==> config.mk <==
export PLATFORM = sky130hd
export DESIGN_NAME = rf_frame_seq
export DESIGN_NICKNAME = d
export VERILOG_FILES = /design/src/rtl/rf_frame_seq.sv
export SDC_FILE = /design/constraint.sdc
export NUM_CORES = 1
export LEC_CHECK = 0
export BUFFER_PORTS_ARGS = -buffer_cell sky130_fd_sc_hd__buf_2
export CELL_PAD_IN_SITES_DETAIL_PLACEMENT = 1
export CELL_PAD_IN_SITES_GLOBAL_PLACEMENT = 2
export CORE_ASPECT_RATIO = 1.5
export CORE_UTILIZATION = 32
export DETAILED_ROUTE_END_ITERATION = 7
export GPL_TIMING_DRIVEN = 0
export PLACE_DENSITY_LB_ADDON = 0.12
export SLEW_MARGIN = 30
export SYNTH_ARGS = -nofsm -noshare
export SYNTH_HDL_FRONTEND = slang
export SYNTH_SLANG_ARGS = --single-unit
==> constraint.sdc <==
create_clock -name clk -period 4.2 [get_ports clk]
set_input_delay 0.21 -clock clk [delete_from_list [all_inputs] [get_ports clk]]
set_output_delay 0.21 -clock clk [all_outputs]
set_load 0.02 [all_outputs]
==> src/rtl/rf_frame_seq.sv <==
module rf_frame_seq #(
  parameter int WAIT_W   = 16,
  parameter int LVL_W    = 7,
  parameter int HI_LEVEL = 56,
  parameter int LO_LEVEL = 8
) (
  input  logic              clk,
  input  logic              rst_n,
  input  logic              start_i,
  input  logic              tx_avail_i,
  output logic              tx_take_o,
  input  logic              crc_en_i,
  input  logic [WAIT_W-1:0] rxwait_i,
  input  logic              bit_tick_i,
  input  logic              rx_active_i,
  input  logic              rx_done_i,
  input  logic              rx_timeout_i,
  input  logic [LVL_W-1:0]  fifo_level_i,
  input  logic [1:0]        irq_en_i,
  input  logic              irq_clr_i,
  output logic [7:0]        status_o
);
  typedef enum logic [3:0] {
    S_IDLE, S_SOF, S_DATA, S_EOF, S_TURN1, S_TURN2, S_WAIT, S_AWAIT, S_RECV
  } st_t;

  st_t st;
  logic [WAIT_W-1:0] cnt;
  logic crc_ph, err;
  logic [1:0] pend, pend_set;
  logic [2:0] code;

  wire rx_phase = (st == S_AWAIT) || (st == S_RECV);
  wire to_hit   = rx_phase && rx_timeout_i;
  wire done_hit = (st == S_RECV) && rx_done_i && !rx_timeout_i;

  assign tx_take_o = (st == S_DATA) && bit_tick_i && tx_avail_i && !crc_ph;
  assign pend_set  = {to_hit, done_hit};

  always_comb begin
    case (st)
      S_IDLE:          code = 3'b000;
      S_SOF:           code = 3'b001;
      S_DATA:          code = 3'b010;
      S_EOF:           code = 3'b011;
      S_TURN1, S_TURN2: code = 3'b100;
      S_WAIT:          code = 3'b101;
      S_AWAIT:         code = 3'b110;
      default:         code = 3'b111;
    endcase
  end

  always_ff @(posedge clk or negedge rst_n) begin
    if (!rst_n) begin
      st     <= S_IDLE;
      cnt    <= '0;
      crc_ph <= 1'b0;
      err    <= 1'b1;
      pend   <= 2'b00;
    end else begin
      pend <= (irq_clr_i ? 2'b00 : pend) | pend_set;
      if (to_hit) err <= 1'b1;
      case (st)
        S_IDLE: if (start_i) begin
          st  <= S_SOF;
          err <= 1'b0;
        end
        S_SOF: if (bit_tick_i) begin
          st     <= tx_avail_i ? S_DATA : S_EOF;
          crc_ph <= 1'b0;
        end
        S_DATA: if (bit_tick_i) begin
          if (crc_ph)                      st <= S_EOF;
          else if (!tx_avail_i && crc_en_i) crc_ph <= 1'b1;
          else if (!tx_avail_i)            st <= S_EOF;
        end
        S_EOF:   if (bit_tick_i) st <= S_TURN1;
        S_TURN1: st <= S_TURN2;
        S_TURN2: begin
          st  <= S_WAIT;
          cnt <= rxwait_i;
        end
        S_WAIT: begin
          if (cnt == '0)      st  <= S_AWAIT;
          else if (bit_tick_i) cnt <= cnt - 1'b1;
        end
        S_AWAIT: begin
          if (rx_timeout_i)     st <= S_IDLE;
          else if (rx_active_i) st <= S_RECV;
        end
        S_RECV: if (rx_timeout_i || rx_done_i) st <= S_IDLE;
        default: st <= S_IDLE;
      endcase
    end
  end

  assign status_o = {1'b0, code, |(pend & irq_en_i), err,
                     fifo_level_i >= LVL_W'(HI_LEVEL),
                     fifo_level_i <= LVL_W'(LO_LEVEL)};
endmodule

Word level (Yosys, flattened, before mapping)
Memory sizes are Yosys's and may differ from the RTL's.
Index checks and enable logic that the tools add are counted.
- add/sub/neg operators: 1
- multipliers: 0
- divide/modulo/power cells: 0
- magnitude comparators: 2
- equal/unequal tests: 19
- shifts and indexed selects: 0
- mux-type cells: 26
- bitwise gates (word level): 2
- reductions and logical operators: 20
- operators by type and width (operator ; number):
    $mux 4 ; 11
    $pmux 4 s9 ; 1
    $mux 16 ; 2
    $pmux 16 s2 ; 1
    $eq 4x3->1 const B ; 4
    $logic_not 16->1 ; 1
    $sub 16x1->16 const B ; 1
    $ne 2x2->1 const B ; 7
    $ne 3x3->1 const B ; 3
    $reduce_and 9->1 ; 1
    $eq 4x2->1 const B ; 2
    $mux 1 ; 8
    $ge 7x6->1 const B ; 1
    $le 7x4->1 const B ; 1
    $logic_and 1x1->1 ; 7
    $reduce_and 3->1 ; 2
    $eq 4x1->1 const B ; 1
    $eq 4x4->1 const B ; 1
    $logic_not 4->1 ; 1
    $reduce_bool 2->1 ; 2
    $logic_not 1->1 ; 3
    $mux 3 ; 1
    $and 2x2->2 ; 1
    $logic_or 1x1->1 ; 2
    other kinds (5) ; 5
- register bits: 24
- latch bits: 0
- RAM bits: 0
- memory bits (read-only): 24
- input port bits: 35
- output and inout bits: 9
- word-level logic and storage cells: 76
- memories kept: 1
- memories (name ; depth ; width ; read ports ; clocked after Yosys merged registers in ; write ports ; line ; RTL):
    (no name shown) ; 8 ; 3 ; 1 ; 0 ; 0 ; 41 ; case (st)

Logic depth before layout (Yosys ltp)
- word-level depth: 6
- depth in mapped cells: 8
- gate-level depth less buffers: 7

Worst setup path before layout
Ideal clock, no wire load.
- path kind: flip-flop to flip-flop
- start: register cnt[0]
- end: register cnt[7]
- library setup time: 0.149 ns
- data arrival time: 1.900 ns
- data required time: 4.051 ns
- path slack: 2.150 ns
- cell stages (with the launch flop): 8
- path buffers: 0
- clock period less this slack: 2.050 ns
- cell sequence: dfrtp_1 -> inv_1 -> ha_1 -> or3b_4 -> nor4_4 -> a31oi_1 -> a21oi_1 -> a21oi_1
- longest elaborated chain between the ends: 4
- elaborated cells between the ends (all ways): 7
- classes of those cells: add/sub: 1; eq/ne: 1; mux: 3; reduce/logical: 2
- ends and longest elaborated chain (what ; line ; RTL):
    start: declaration ; 28 ; logic [WAIT_W-1:0] cnt;
    start signal: assignment ; 81 ; cnt <= rxwait_i;
    start signal: assignment ; 85 ; else if (bit_tick_i) cnt <= cnt - 1'b1;
    $sub 16x1->16 ; 85 ;
    $mux 16 ; 85 ;
    $mux 16 ; 84 ; if (cnt == '0) st <= S_AWAIT;
    $pmux 16 s2 ; 63 ; case (st)
Parallel ways exist; a longest one is shown, timed or not. The select of a mux whose other input is x is not followed.
A chain may end at the register's enable or synchronous reset.

Final worst setup path
- start: register cnt[0]
- end: register cnt[8]
The elaborated chain is that of the path after synthesis.

==> results.toml <==
[sta]
finalSetupViolations = 0
finalMaxSlewViolations = 0
min_period_ns = 2.43
hold_violations = 0
rsz0062_at_grt = "no"
fmax_ghz = 0.412
post-route-period-util_pct = 57.8
fin_setup_tns_ns = 0
fin_skew_ns = 0.00375
worst_pin_slew_ns = 0.805
hold-worst-slack_ns = 0.0901
relSlewSlack_pct = 46.1

[setup_path]
cp-end-kind = "register"
cp_cell_sequence = "inv_1 -> ha_1 -> or3b_4 -> nor4_4 -> a31oi_1 -> a21oi_1 -> a21oi_1"
cpMaxStageDelayCell = "nor4_4"
cp_top_family = "simple AND/OR/NAND/NOR gates"
arrival_ns = 2.54
start_kind = "register"
path_class = "reg2reg"
path_max_fanout = 8
required_ns = 4.31
crit_top_cell = "a21oi_1"
slowest_delay_ns = 0.46
timing.critical_path.buf_inv = 1

[logic_synthesis]
syn_nets = 226
ys_seq_elements = 24
yosys.area.top_type = "dfrtp_1"
ys_top_cells_by_area = "dfrtp_1 36%, o21ai_0 5.9%, a21oi_1 5.6%, nand2_1 3.0%, nor2_1 3.0%"
synth_edf_count = 0
yosys_warnings = 0
avgSynthCellArea_um2 = 8.51
yosysTopAreaCellShare_pct = 35.6
syn_inst = 190
synth.distinct_cells = 51
synth_ff_type = "dfrtp_1"
async_flop_share_pct = 100
syn_area_mm2 = 0.00162
ys_seq_area_share_pct = 37.2

[final_layout]
drive_above_1_share_pct = 29.1
diodes = 0
syn_to_final_growth_pct = 22.1
post-route-cell-area_mm2 = 0.00198
nets = 274
fin_cells = 303

[grt]
grt_overflow = 0
antenna_found_initial = 0
grt_max_degree = 25
grt_pass1_wl_mm = 7.96
grt_use_total_pct = 19.7
first_global_vias = 1740

[power]
p_leak_nw = 0.838
pwr-share-comb_pct = 52.1
powerDensity_mw_per_mm2 = 635
seq_power_share_pct = 35.1
swShare_pct = 46.3
internal-power_mw = 0.674
p_sw_mw = 0.581
ir_drop_mv = 0.257
pwr-share-clk_pct = 12.8

[detailed_routing]
vias = 1664
drt_iter0_drc = 48
firstDrtPassIters = 4
drtAntennaViolNets = 0
drc = 0
wirelength_mm = 4.89
vias_per_cell = 5.49
wl_per_cell_um = 16.1

[clocking]
ctsHtreeMaxLevel = 1
root_buffer = "clkbuf_8"
cts_sinks = 24
cts_max_path_buffers = 2
insertion_delay_ns = 0.27
cts_buffers = 3
path_clk_slew_ns = 0.09
post_cts_resized = 0
cts_tree = "built"

[place]
hpwl_mm = 3.81
io_buffers = 42
gp_congestion = 0.805
dp.cells = 298
placed_area_mm2 = 0.00191

[die]
die_x_um = 60.1
chipHeight_um = 89.1
io_pins = 44
std_cell_rows = 31
die-area_mm2 = 0.00535
start_util_pct = 33.4
core_mm2 = 0.00485

[outcome]
status = "completed"

[job]
drv_cap = 0

[hold_path]
hold_path.class = "in2reg"
## layer usage
| layer | track usage, % | vias to the layer above | share of wire (%) |
|---|---|---|---|
| met5 | 0 | - | 0 |
| met4 | 8.67 | 0 | 2.5 |
| met3 | 1.59 | 10 | 2.7 |
| met2 | 38.1 | 41 | 56 |
| met1 | 21.0 | 811 | 39 |
| li1 | - | 802 | - |
## path summary, 6_finish.rpt
path / to / slack (ns) / cells past startpoint / start
worst max-delay path: cnt[8]$_DFFE_PN0P_ / 1.77 / 7 / cnt[0]$_DFFE_PN0P_
worst min-delay path: err$_DFF_PN1_ / 0.09 / 2 / start_i
worst max register to register: cnt[8]$_DFFE_PN0P_ / 1.77 / 7 / cnt[0]$_DFFE_PN0P_
worst min register to register: cnt[9]$_DFFE_PN0P_ / 0.53 / 2 / cnt[9]$_DFFE_PN0P_
max in group asynchronous: crc_ph$_DFFE_PN0P_ / 3.33 / 2 / rst_n
min in group asynchronous: cnt[5]$_DFFE_PN0P_ / 0.48 / 2 / rst_n
## registers in the layout, indices dropped and copies added, names as in the netlist
signal	cells
cnt	16
st	4
pend	2
crc_ph	1
err	1
## logic make-up after synthesis
| group | after synthesis | synth area share, % |
|---|---|---|
| AOI/OAI and AO/OA | 78 | 31.2 |
| and+or+nand+nor | 64 | 23.5 |
| DFF | 24 | 37.2 |
| buffers and inverters | 21 | 6.42 |
| muxes | 1 | 0.619 |
| adders and majority gates | 1 | 0.773 |
| other | 1 | 0.232 |
## cell usage in the layout, fill, tap and decap left out, drive strengths merged, types with 2 or more instances in the layout
cell / n
o2bb2ai: 2
nor4: 6
inv: 9
a22oi: 5
dfrtp: 23
nor3: 6
or2: 5
o31ai: 5
a21oi: 18
a31o: 3
nor4b: 3
clkbuf: 6
o22ai: 5
a31oi: 2
nand3: 3
o21ai: 27
nand2: 13
nand2b: 4
nor2: 13
or3: 4
a21o: 2
buf: 52
nor3b: 2
o32ai: 2
## layout make-up
type	instances	area, um2
Multi-Input combinational cell	145	912
Clock buffer	4	55.1
Fill cell	603	2870
Tap cell	66	82.6
Inverter	9	33.8
Sequential cell	24	602
Timing Repair Buffer	43	220
Buffer	12	70.1
## synth_stat cells (2+ instances only)
| cell type | n |
|---|---|
| a21o_1 | 2 |
| a21oi_1 | 18 |
| a22oi_1 | 5 |
| a31o_2 | 2 |
| a31oi_1 | 2 |
| buf_2 | 5 |
| buf_4 | 3 |
| clkbuf_1 | 2 |
| dfrtp_1 | 23 |
| inv_1 | 9 |
| nand2_1 | 13 |
| nand2b_1 | 4 |
| nand3_1 | 3 |
| nor2_1 | 13 |
| nor3_1 | 5 |
| nor3b_1 | 2 |
| nor4_1 | 4 |
| nor4b_1 | 3 |
| o21ai_0 | 19 |
| o21ai_1 | 7 |
| o22ai_1 | 5 |
| o2bb2ai_1 | 2 |
| o31ai_1 | 5 |
| o32ai_1 | 2 |
| or2_1 | 3 |
| or3_1 | 4 |
## power groups by stage
stage | combinational (mW) | sequential (mW) | clock, mW
after CTS | 0.662 | 0.440 | 0.167
after global routing | 0.724 | 0.459 | 0.177
after global placement | 0.628 | 0.439 | 0
after detailed placement | 0.659 | 0.444 | 0
final | 0.654 | 0.440 | 0.161
after floorplan | 0.487 | 0.412 | 0
## metrics by stage
stage          total power [mW]  worst slack (ns)  utilization (%)
5_1_grt                    1.36              1.56             40.7
2_1_floorplan             0.899              2.15                -
4_1_cts                    1.27              1.77             40.7
3_5_place_dp               1.10              1.79             39.4
6_report                   1.26              1.77             40.7
3_3_place_gp               1.07              1.83             39.4
## worst reg2reg max path, stage by stage (launching register included)
cell and delay, ns:
dfrtp_1 0.40, inv_1 0.10, ha_1 0.21, or3b_4 0.42, nor4_4 0.46, a31oi_1 0.39, a21oi_1 0.24, a21oi_1 0.06
## timing repair
action,4_1_cts,5_1_grt
setup endpoints to repair,0,0
hold buffers,1,0
setup buffers,0,0
endpoints found under the hold margin,23,0
Note: power is estimated with default switching activity, not from simulation.
